===== src/rtl/prio_irq_pkg.sv =====
package prio_irq_pkg;

  localparam int unsigned LVL_COUNT = 8;
  localparam int unsigned LVL_BITS  = $clog2(LVL_COUNT);

  typedef logic [LVL_BITS-1:0] lvl_t;

  // restart opcode: 11 nnn 111, vector at nnn*8
  function automatic logic [7:0] rst_opcode(input lvl_t lvl);
    return {2'b11, lvl, 3'b111};
  endfunction

endpackage


===== src/rtl/prio_irq_pending.sv =====
module prio_irq_pending #(
  parameter int unsigned N_LVL = 8
) (
  input  logic             clk,
  input  logic             rst,
  input  logic [N_LVL-1:0] req_i,
  input  logic [N_LVL-1:0] clr_i,
  output logic [N_LVL-1:0] pend_o
);

  logic [N_LVL-1:0] pend_q;

  always_ff @(posedge clk) begin
    if (rst) pend_q <= '0;
    else     pend_q <= (pend_q & ~clr_i) | req_i;
  end

  assign pend_o = pend_q;

  p_single_clear_r9: assert property (@(posedge clk) disable iff (rst)
    $onehot0(clr_i));

  for (genvar i = 0; i < N_LVL; i++) begin : g_bit
    p_sticky_r9: assert property (@(posedge clk) disable iff (rst)
      pend_q[i] && !clr_i[i] |=> pend_q[i]);
    p_cleared_r9: assert property (@(posedge clk) disable iff (rst)
      clr_i[i] && !req_i[i] |=> !pend_q[i]);
  end

endmodule


===== src/rtl/prio_irq_select.sv =====
module prio_irq_select #(
  parameter int unsigned N_LVL = 8,
  localparam int unsigned LW   = $clog2(N_LVL)
) (
  input  logic [N_LVL-1:0] pend_i,
  input  logic             all_i,
  input  logic [LW-1:0]    lvl_i,
  output logic             any_o,
  output logic [LW-1:0]    best_o
);

  logic [N_LVL-1:0] qual;

  for (genvar i = 0; i < N_LVL; i++) begin : g_qual
    localparam logic [LW-1:0] IDX = LW'(i);
    assign qual[i] = pend_i[i] & (all_i | (IDX > lvl_i));
  end

  always_comb begin
    any_o  = 1'b0;
    best_o = '0;
    for (int i = 0; i < N_LVL; i++) begin
      if (qual[i]) begin
        any_o  = 1'b1;
        best_o = LW'(i);
      end
    end
  end

endmodule


===== src/rtl/prio_irq_handshake.sv =====
module prio_irq_handshake #(
  parameter int unsigned N_LVL = 8,
  localparam int unsigned LW   = $clog2(N_LVL)
) (
  input  logic          clk,
  input  logic          rst,
  input  logic          ie_set_i,
  input  logic          any_i,
  input  logic [LW-1:0] best_i,
  input  logic          inta_i,
  output logic          intr_o,
  output logic [LW-1:0] lvl_o,
  output logic          gnt_o,
  output logic          act_o
);

  logic          en_q, intr_q, act_q;
  logic [LW-1:0] lvl_q;
  logic          gnt, start, track;

  assign gnt   = inta_i & intr_q;
  assign start = !intr_q && !act_q && en_q && any_i && !inta_i;
  assign track = !inta_i && !act_q && any_i && (intr_q || start);

  always_ff @(posedge clk) begin
    if (rst) begin
      en_q   <= 1'b0;
      intr_q <= 1'b0;
      act_q  <= 1'b0;
      lvl_q  <= '0;
    end else begin
      if (gnt)           en_q <= 1'b0;
      else if (ie_set_i) en_q <= 1'b1;

      if (gnt)        intr_q <= 1'b0;
      else if (start) intr_q <= 1'b1;

      if (gnt)          act_q <= 1'b1;
      else if (!inta_i) act_q <= 1'b0;

      if (track) lvl_q <= best_i;
    end
  end

  assign intr_o = intr_q;
  assign lvl_o  = lvl_q;
  assign gnt_o  = gnt;
  assign act_o  = inta_i & (intr_q | act_q);

  p_armed_before_intr_r6: assert property (@(posedge clk) disable iff (rst)
    $rose(intr_q) |-> $past(en_q));
  p_disarm_on_grant_r6: assert property (@(posedge clk) disable iff (rst)
    gnt |=> !en_q && !intr_q);
  p_intr_hold_r7: assert property (@(posedge clk) disable iff (rst)
    intr_q && !inta_i |=> intr_q);
  p_level_frozen_r8: assert property (@(posedge clk) disable iff (rst)
    act_q && inta_i |-> $stable(lvl_q));

endmodule


===== src/rtl/prio_irq_ctrl.sv =====
module prio_irq_ctrl
  import prio_irq_pkg::*;
#(
  parameter int unsigned N_LVL = LVL_COUNT,
  localparam int unsigned LW   = $clog2(N_LVL)
) (
  input  logic             clk,
  input  logic             rst,
  input  logic [N_LVL-1:0] irq_req_i,
  input  logic             lvl_wr_i,
  input  logic [LW-1:0]    lvl_wr_lvl_i,
  input  logic             lvl_wr_all_i,
  input  logic             ie_set_i,
  input  logic             inta_i,
  output logic             intr_o,
  output logic [7:0]       vec_o
);

  logic             all_q;
  logic [LW-1:0]    mlvl_q;
  logic [N_LVL-1:0] pend, clr;
  logic             any, gnt, act;
  logic [LW-1:0]    best, glvl;

  always_ff @(posedge clk) begin
    if (rst) begin
      all_q  <= 1'b1;
      mlvl_q <= '0;
    end else if (lvl_wr_i) begin
      all_q  <= lvl_wr_all_i;
      mlvl_q <= lvl_wr_lvl_i;
    end
  end

  prio_irq_pending #(.N_LVL(N_LVL)) u_pending (
    .clk    (clk),
    .rst    (rst),
    .req_i  (irq_req_i),
    .clr_i  (clr),
    .pend_o (pend)
  );

  prio_irq_select #(.N_LVL(N_LVL)) u_select (
    .pend_i (pend),
    .all_i  (all_q),
    .lvl_i  (mlvl_q),
    .any_o  (any),
    .best_o (best)
  );

  prio_irq_handshake #(.N_LVL(N_LVL)) u_hs (
    .clk      (clk),
    .rst      (rst),
    .ie_set_i (ie_set_i),
    .any_i    (any),
    .best_i   (best),
    .inta_i   (inta_i),
    .intr_o   (intr_o),
    .lvl_o    (glvl),
    .gnt_o    (gnt),
    .act_o    (act)
  );

  assign clr   = gnt ? ({{(N_LVL-1){1'b0}}, 1'b1} << glvl) : '0;
  assign vec_o = act ? rst_opcode(lvl_t'(glvl)) : 8'h00;

  p_vec_idle_r11: assert property (@(posedge clk) disable iff (rst)
    !inta_i |-> vec_o == 8'h00);
  p_vec_format_r3: assert property (@(posedge clk) disable iff (rst)
    vec_o != 8'h00 |-> vec_o[7:6] == 2'b11 && vec_o[2:0] == 3'b111);
  p_stray_ack_r10: assert property (@(posedge clk) disable iff (rst)
    inta_i && !$past(inta_i) && !intr_o |-> vec_o == 8'h00);

endmodule


===== config.mk =====
export PLATFORM = sky130hd
export DESIGN_NAME = prio_irq_ctrl
export DESIGN_NICKNAME = d
export VERILOG_FILES = /design/src/rtl/prio_irq_pkg.sv /design/src/rtl/prio_irq_pending.sv /design/src/rtl/prio_irq_select.sv /design/src/rtl/prio_irq_handshake.sv /design/src/rtl/prio_irq_ctrl.sv
export SDC_FILE = /design/constraint.sdc
export NUM_CORES = 1
export LEC_CHECK = 0
export BUFFER_PORTS_ARGS = -buffer_cell sky130_fd_sc_hd__buf_2
export CAP_MARGIN = 15
export CORE_MARGIN = 2
export CORE_UTILIZATION = 52
export DETAILED_ROUTE_END_ITERATION = 12
export PLACE_DENSITY = 0.9
export RECOVER_POWER = 100
export SLEW_MARGIN = 20
export SYNTH_ARGS = -nofsm -noshare
export SYNTH_HDL_FRONTEND = slang
export SYNTH_HIERARCHICAL = 1
export SYNTH_SLANG_ARGS = --single-unit

===== constraint.sdc =====
create_clock -name clk -period 1.8 [get_ports clk]
set_input_delay 0.09 -clock clk [delete_from_list [all_inputs] [get_ports clk]]
set_output_delay 0.09 -clock clk [all_outputs]
set_load 0.03 [all_outputs]

---- Yosys cells after proc, flatten, opt, wreduce, memory -nomap -nowiden ----
Index checks and enable logic that the tools add are counted.
storage, ports and cells
  flip-flop bits (word level) ............. 18
  bits of input ports ..................... 17
  output and inout port bits .............. 9
  logic and storage cells ................. 70
cells by class
  order comparisons ....................... 8
  equality and inequality tests ........... 1
  shift-type cells ........................ 1
  multiplexer cells ....................... 19
  bitwise operators ....................... 22
  reductions and logical operators ........ 12
operator list
  kind                                                                      number
  8-bit two-way mux                                                         2
  3-bit > comparator (first input constant)                                 4
  3-bit two-way mux                                                         4
  1-bit two-way mux                                                         11
  1-bit bitwise AND                                                         10
  1-bit bitwise OR                                                          9
  8-bit bitwise AND                                                         1
  8-bit NOT                                                                 1
  8-bit bitwise OR                                                          1
  1-bit by 3-bit left shift with 8-bit output (first input constant)        1
  1-bit logical AND                                                         7
  1-bit by 3-bit > comparator with 1-bit output (first input constant)      2
  2-bit by 3-bit > comparator with 1-bit output (first input constant)      2
  2-bit two-way mux                                                         2
  1-bit logical NOT                                                         3
  2-bit by 1-bit inequality test with 1-bit output (second input constant)  1
  2-bit OR reduction                                                        1
  1-bit logical OR                                                          1

---- Depth between registers and ports, before layout ----
Gate-level depths: netlist (run 1).
  word-level depth ........................ 15
  depth in mapped cells ................... 6
  gate-level depth less buffers ........... 6

---- Cells and area by module ----
Netlist (run 1), hierarchy kept.
by module, submodules not included
  module              times used  cells each  area an instance (um^2)
  prio_irq_pending    1           33          381.6
  prio_irq_ctrl       1           34          272.8
  prio_irq_handshake  1           25          262.8
  prio_irq_select     1           28          167.7

---- Least setup slack after synthesis (run 1) ----
No wires, ideal clock.
  kind .................................... register to register
  start point ............................. register u_pending.pend_q[5], in the netlist u_pending/pend_o[5]
  end point ............................... register u_hs.lvl_q[0], in the netlist u_hs/lvl_o[0]
  data arrival time ....................... 1.531 ns
  data required time ...................... 1.728 ns
  slack ................................... 0.197 ns
  stages on the path, launching flop included .. 7
  path buffers ............................ 0
  clock period less this slack ............ 1.603 ns
  cells stage by stage .................... dfxtp_1 > or3b_1 > a21oi_2 > inv_1 > nand4_1 > nor4b_4 > mux2i_1
on the way
  longest elaborated chain between the ends .. 8
ends and longest elaborated chain
  item                                 RTL line                  RTL
  start, declared                      prio_irq_pending.sv:11    logic [N_LVL-1:0] pend_q;
  start signal, assigned               prio_irq_pending.sv:15    else pend_q <= (pend_q & ~clr_i) | req_i;
  1-bit bitwise AND (*)                prio_irq_select.sv:16     assign qual[i] = pend_i[i] & (all_i | (IDX > lvl_i));
  1-bit two-way mux (*) (3 in series)  prio_irq_select.sv:23     if (qual[i]) begin
  net any                              prio_irq_ctrl.sv:22       logic any, gnt, act;
  1-bit logical AND (2 in series)      prio_irq_handshake.sv:22  assign start = !intr_q && !act_q && en_q && any_i && !inta_i;
  1-bit logical OR                     prio_irq_handshake.sv:23  assign track = !inta_i && !act_q && any_i && (intr_q || start);
  1-bit logical AND (*)                prio_irq_handshake.sv:23
  end signal, assigned                 prio_irq_handshake.sv:41  if (track) lvl_q <= best_i;
  end, declared                        prio_irq_handshake.sv:18  logic [LW-1:0] lvl_q;
Mark *: on every way through the listed nets, which the timed path passes. The rest lies on a longest branch.
A chain may end at the register's enable or synchronous reset.

---- Final worst setup path (run 1) ----
  start point ............................. register mlvl_q[0]
  end point ............................... register u_hs.lvl_q[2], in the netlist u_hs/lvl_o[2]
on the way
  longest elaborated chain between the ends .. 15
ends and longest elaborated chain
  item                                           RTL line                  RTL
  start, declared                                prio_irq_ctrl.sv:20       logic [LW-1:0] mlvl_q;
  start signal, assigned                         prio_irq_ctrl.sv:31       mlvl_q <= lvl_wr_lvl_i;
  1-bit by 3-bit > comparator with 1-bit output  prio_irq_select.sv:16
  1-bit bitwise OR                               prio_irq_select.sv:16
  1-bit bitwise AND                              prio_irq_select.sv:16
  1-bit two-way mux (7 in series)                prio_irq_select.sv:23
  1-bit two-way mux (*)                          prio_irq_select.sv:23
  net any                                        prio_irq_ctrl.sv:22
  1-bit logical AND (2 in series)                prio_irq_handshake.sv:22
  1-bit logical OR                               prio_irq_handshake.sv:23
  1-bit logical AND (*)                          prio_irq_handshake.sv:23
Marks and branches as above.

==> reports/metrics.yaml, run 1 <==
run_status:
  status: "finished, final reports clean"
detailed_routing:
  vias_per_cell: 5.21
  routed_wl_um: 2100
  drtIter0Drc: 23
  drtAntennaViolNets: 0
  post-route-drc-count: 0
  num_vias: 891
  firstDrtPassIters: 5
  wl_per_cell_um: 12.3
layout:
  area_delta_synth_final_pct: 7.84
  regArea_um2: 364
  diodes: 0
  nFillCells: 203
  multi_input_area_um2: 563
  drive_gt1_share_pct: 27.1
  utilization_pct: 59.6
  nets: 163
pwr:
  vdd_ir_drop_max_uv: 403
  p_total_uw: 815
  p_per_area_nw_per_um2: 697
  cellLeakagePower_uw: 0.000480
floorplanning:
  ios: 26
  die_area_um2: 2470
  num_rows: 16
  die_h_um: 49.7
  core_area_um2: 1960
  initial_core_util_pct: 55.3
  die_w_um: 49.7
global_routing:
  overflow: 0
  antenna_found_initial: 0
  grtUsageTotal_pct: 18.0
  grt_pass1_wl_um: 3460
  grt_pass1_vias: 833
  grt_start_max_net_pins: 22
placement:
  post-place-ws_ns: 0.0553
  io_buffers: 25
  routabilityCongestion: 0.902
  dp_hpwl_um: 1550
synthesis:
  synthCells: 120
  synthTopCellsByArea: "dfxtp_1 (33%), nand2b_4 (11%), a21oi_2 (7.3%), nand2b_1 (6.3%), mux2i_1 (5.5%)"
  yosys-top-cells-count: "dfxtp_1 (18), inv_1 (12), nand2b_1 (11), nor2_1 (11)"
  yosysUniqueCellTypes: 31
  synth.most_common_cell: "dfxtp_1"
  syn_area_per_cell_um2: 9.04
  ys_async_sr_fraction_pct: 0
  ys_seq_area_share_pct: 33.2
  yosys_warnings: 6
  yosys.area.top_type: "dfxtp_1"
  syn_area_um2: 1080
  synth_edf_count: 0
  synth_flop_cell: "dfxtp_1"
  yosys.area.top_type_share_pct: 33.2
  ys_ff_latch: 18
  synth_fp_nets: 137
worst_hold_path:
  whs_path_depth: 3
  min_from: "irq_req_i[2]"
  min_to: "u_pending/pend_o[2]$_SDFF_PP0_"
  min_path_type: "in -> reg"
timing:
  setup_viol: 0
  tightest_slew_ns: 0.435
  tns_ns: 0
  finalHoldViolations: 0
  timing.hold.ws_ns: 0.0209
  drv_slew: 0
  fmax_mhz: 589
  layout_setup_ws_ns: 0.103
  fin_crit_sh_pct: 94.3
  finalClockSkew_ns: 0.00534
  fin_crit_ns: 1.70
  rsz0062_at_grt: "false"
  slew_headroom_pct: 71.0
critical_path:
  crit_path_end_kind: "flip-flop"
  cp.arrival_ns: 1.92
  reg2reg_depth: 6
  r2r_setup_slack_ns: 0.10
  cp_max_fo: 8
  crit_type: "reg -> reg"
  cp-start-kind: "flip-flop"
  worstPathRequired_ns: 2.02
  reg2reg_from: "mlvl_q[0]$_SDFFE_PP0P_"
  rr_endpoint: "u_hs/lvl_o[2]$_SDFFE_PP0P_"
clocking:
  cts_tree: "built"
  path_clk_slew_ns: 0.10
  clock_sinks: 18
  ctsHtreeMaxLevel: 1
  clk_latency_ns: 0.29
  clock_path_buffers: 2
  cts-root-buf: "clkbuf_4"
  cts_inserted_buffers: 3
flow_run:
  maxCapViolations: 0
## stage by stage
stage               std cells  instance area (µm²)
floorplan                 120                 1080
detailed placement        166                 1190
global route              171                 1170
global placement          166                 1190
finish                    171                 1170
CTS                       170                 1220
## final cells by class
cell class              instances  area share (%)
well taps                      27            2.89
clock buffers                   3            1.93
multi-input cells              83            48.1
flip-flops and latches         18            31.1
repair buffers                 28            12.1
inverters                      12            3.85
## critical path, stage by stage, from the launching register on
cell,delay [ns]
dfxtp_2,0.37
or3b_1,0.37
a21oi_2,0.16
inv_1,0.07
nand4_1,0.12
nor4b_4,0.32
mux2i_1,0.23
## registers in the layout, indices dropped and copies added (netlist names)
| signal | cells |
|---|---|
| all_q | 1 |
| mlvl_q | 3 |
| u_hs/lvl_o | 3 |
| u_pending/pend_o | 8 |
| u_hs/act_q | 1 |
| u_hs/intr_o | 1 |
| u_hs/en_q | 1 |
## cells by family after synthesis
| family | share of synthesized area (%) |
|---|---|
| buffers and inverters | 9.69 |
| AO/OA/AOI/OAI | 16.5 |
| AND/OR/NAND/NOR | 35.1 |
| flip-flops | 33.2 |
| multiplexers | 5.54 |
## metal layers
metal	share of wire, %	wire, µm	vias up	track usage (%)
li1	-	-	446	-
met1	46	964	408	21.1
met2	48	1010	31	30.9
met3	4.5	95	6	3.33
met4	1.5	31	0	9.72
met5	0	0	-	0
## cell usage in the layout (no fill, tap or decap), types with 4 or more instances in the layout
master / instances
dfxtp_1: 15
buf_2: 16
nand2b_1: 16
mux2i_1: 6
o21ai_0: 4
a21oi_2: 9
nor2_1: 11
inv_1: 12
clkbuf_1: 9
nor3_1: 5
## worst max path at each step
stage / start / to / slack, ns / cells after the start
global route: mlvl_q[1]$_SDFFE_PP0P_ / u_hs/lvl_o[1]$_SDFFE_PP0P_ / 0.02 / 6
global placement: u_pending/pend_o[5]$_SDFF_PP0_ / u_hs/lvl_o[2]$_SDFFE_PP0P_ / 0.14 / 6
CTS: u_pending/pend_o[5]$_SDFF_PP0_ / u_hs/lvl_o[1]$_SDFFE_PP0P_ / 0.02 / 6
detailed placement: u_pending/pend_o[5]$_SDFF_PP0_ / u_hs/lvl_o[2]$_SDFFE_PP0P_ / 0.06 / 6
floorplan: u_pending/pend_o[5]$_SDFF_PP0_ / u_hs/lvl_o[0]$_SDFFE_PP0P_ / 0.20 / 6
finish: mlvl_q[0]$_SDFFE_PP0P_ / u_hs/lvl_o[2]$_SDFFE_PP0P_ / 0.10 / 6
## timing repair
| action | 4_1_cts | 5_1_grt |
|---|---|---|
| resized for setup | 0 | 4 |
| buffers inserted | 0 | 1 |
| endpoints found under the hold margin | 1 | 0 |
| hold buffers | 1 | 0 |
| setup endpoints to repair | 0 | 3 |
## power by group
part	internal [µW]	switching [µW]	total [µW]
sequential	427	32.6	459
clock	77.8	120	198
combinational	73.4	85.0	158
(Power assumes the default switching activity.)
==> run 2, diff against run 1 <==
- CORE_MARGIN: 2 -> 10
==> reports/metrics.yaml, run 2 (synthesis gave the netlist of run 1 again) <==
floorplanning:
  initial_core_util_pct: 54.7  # was 55.3%
  die_h_um: 65.7  # was 49.7 µm
  die_area_um2: 4310  # was 2470 µm²
  num_rows: 16  # unchanged
  ios: 26  # unchanged
  die_w_um: 65.7  # was 49.7 µm
  core_area_um2: 1980  # was 1960 µm²
timing:
  slew_headroom_pct: 71.6  # was 71.0%
  setup_viol: 0  # unchanged
  drv_slew: 0  # unchanged
  finalClockSkew_ns: 0.00380  # was 0.00534 ns
  timing.hold.ws_ns: 0.0217  # was 0.0209 ns
  tightest_slew_ns: 0.426  # was 0.435 ns
  finalHoldViolations: 0  # unchanged
  fin_crit_ns: 1.74  # was 1.70 ns
  fmax_mhz: 573  # was 589 MHz
  tns_ns: 0  # unchanged
  rsz0062_at_grt: "true"  # was false
  fin_crit_sh_pct: 96.9  # was 94.3%
clocking:
  cts_tree: "built"  # unchanged
  ctsHtreeMaxLevel: 1  # unchanged
  cts-root-buf: "clkbuf_4"  # unchanged
  path_clk_slew_ns: 0.10  # about the same
  cts_inserted_buffers: 3  # unchanged
  clk_latency_ns: 0.29  # about the same
  clock_sinks: 18  # unchanged
  clock_path_buffers: 2  # unchanged
critical_path:
  reg2reg_depth: 6  # unchanged
  cp_max_fo: 6  # was 8
  cp-start-kind: "flip-flop"  # unchanged
  cp.arrival_ns: 1.98  # was 1.92 ns
  crit_path_end_kind: "flip-flop"  # unchanged
  reg2reg_from: "mlvl_q[0]$_SDFFE_PP0P_"  # unchanged
  worstPathRequired_ns: 2.03  # was 2.02 ns
  startpoint: "mlvl_q[0]$_SDFFE_PP0P_"  # unchanged
  crit_type: "reg -> reg"  # unchanged
layout:
  final_common_cell: "buf_2"
  diodes: 0  # unchanged
  fin_area_um2: 1260  # was 1170 µm²
  nets: 165  # was 163
  final_cell_mix: "buf_2 (25), dfxtp_1 (15), inv_1 (12)"  # was nand2b_1 (16), buf_2 (16), dfxtp_1 (15)
  stdcell_count: 173  # was 171
  nFillCells: 166  # was 203
  area_delta_synth_final_pct: 15.9  # was 7.84%
  largest_register_ffs: 8  # unchanged
  drive_gt1_share_pct: 39.7  # was 27.1%
pwr:
  p_per_area_nw_per_um2: 665  # was 697 nW/µm²
  clkPwrFrac_pct: 24.1  # was 24.2%
  p_comb_share_pct: 20.6  # was 19.4%
  internal_power_uw: 588  # was 578 µW
  cellLeakagePower_uw: 0.000542  # was 0.000480 µW
  seqPwrFrac_pct: 55.3  # was 56.3%
  p_total_uw: 836  # was 815 µW
  vdd_ir_drop_max_uv: 557  # was 403 µV
  switching_share_pct: 29.7  # was 29.1%
  p_sw_uw: 248  # was 237 µW
detailed_routing:
  drtIter0Drc: 40  # was 23
  wl_per_cell_um: 13.7  # was 12.3 µm
  routed_wl_um: 2360  # was 2100 µm
  num_vias: 882  # was 891
  drtAntennaViolNets: 0  # unchanged
  post-route-drc-count: 0  # unchanged
  firstDrtPassIters: 4  # was 5
  vias_per_cell: 5.10  # was 5.21
global_routing:
  grt_start_max_net_pins: 22  # unchanged
  grt_pass1_wl_um: 3940  # was 3460 µm
  grtUsageTotal_pct: 11.4  # was 18.0%
  grt_pass1_vias: 886  # was 833
  overflow: 0  # unchanged
  antenna_found_initial: 0  # unchanged
placement:
  dp_hpwl_um: 1840  # was 1550 µm
  place_area_um2: 1190  # unchanged
  io_buffers: 25  # unchanged
  routabilityCongestion: 0.875  # was 0.902
  dp.cells: 166  # unchanged
worst_hold_path:
  whs_path_depth: 3  # unchanged
  min_from: "lvl_wr_lvl_i[0]"  # was irq_req_i[2]
  min_path_type: "in -> reg"  # unchanged
flow_run:
  maxCapViolations: 0  # unchanged
run_status:
  status: "finished, final reports clean"  # unchanged
[run 2: changes by cell type in the layout (fill, tap and decap cells not counted), sizes merged]
cell           before  now
buf                17   29
clkbuf             12    3
clkdlybuf4s25       1    0
[run 2: timing repair]
action / 4_1_cts / 5_1_grt
hold buffers: 1 / 0
endpoints found under the hold margin: 1 / 0
resized for setup: 0 / 6
endpoints found under the setup margin: 0 / 3
buffers inserted: 0 / 3
[run 2: power groups by stage]
stage	combinational (µW)	sequential [µW]	clock (µW)
floorplan	125	467	0
global placement	157	472	0
detailed placement	163	474	0
CTS	165	465	201
global route	189	468	216
finish	172	462	201
[run 2: routing by layer]
layer | track usage, % | part of all wire [%] | vias to the layer above | wire, µm
met1 | 13.0 | 44 | 400 | 1030
met5 | 0 | 0 | - | 0
li1 | - | - | 451 | -
met3 | 4.24 | 7.9 | 6 | 187
met2 | 17.5 | 46 | 25 | 1080
met4 | 7.22 | 2.5 | 0 | 60
[run 2: critical path, stage by stage, from the launching register on]
cell and delay [ns]:
dfxtp_4 0.37, or3b_1 0.39, a21oi_2 0.16, inv_1 0.07, nand4_1 0.12, nor4b_4 0.34
mux2i_1 0.22
[run 2: final timing paths]
kind,to,slack [ns]
worst min register to register,u_pending/pend_o[0]$_SDFF_PP0_,0.50
worst max register to register,u_hs/lvl_o[0]$_SDFFE_PP0P_,0.06
worst min-delay path,mlvl_q[0]$_SDFFE_PP0P_,0.02
worst max-delay path,u_hs/lvl_o[0]$_SDFFE_PP0P_,0.06
[run 2: per-stage QoR]
stage | util (%) | setup WS (ns)
6_report | 63.4 | 0.0553
5_1_grt | 63.4 | -0.0376
3_5_place_dp | 60.1 | 0.0314
4_1_cts | 61.7 | 0.00421
2_1_floorplan | - | 0.197
3_3_place_gp | 60.1 | 0.135
[run 2: cell type report]
type,instances,area (µm²),area share (%)
multi-input combinational,83,619,49.3
inverter,12,45.0,3.58
sequential,18,372,29.6
clock buffer,3,22.5,1.79
timing repair buffer,30,165,13.1
tap,27,33.8,2.69
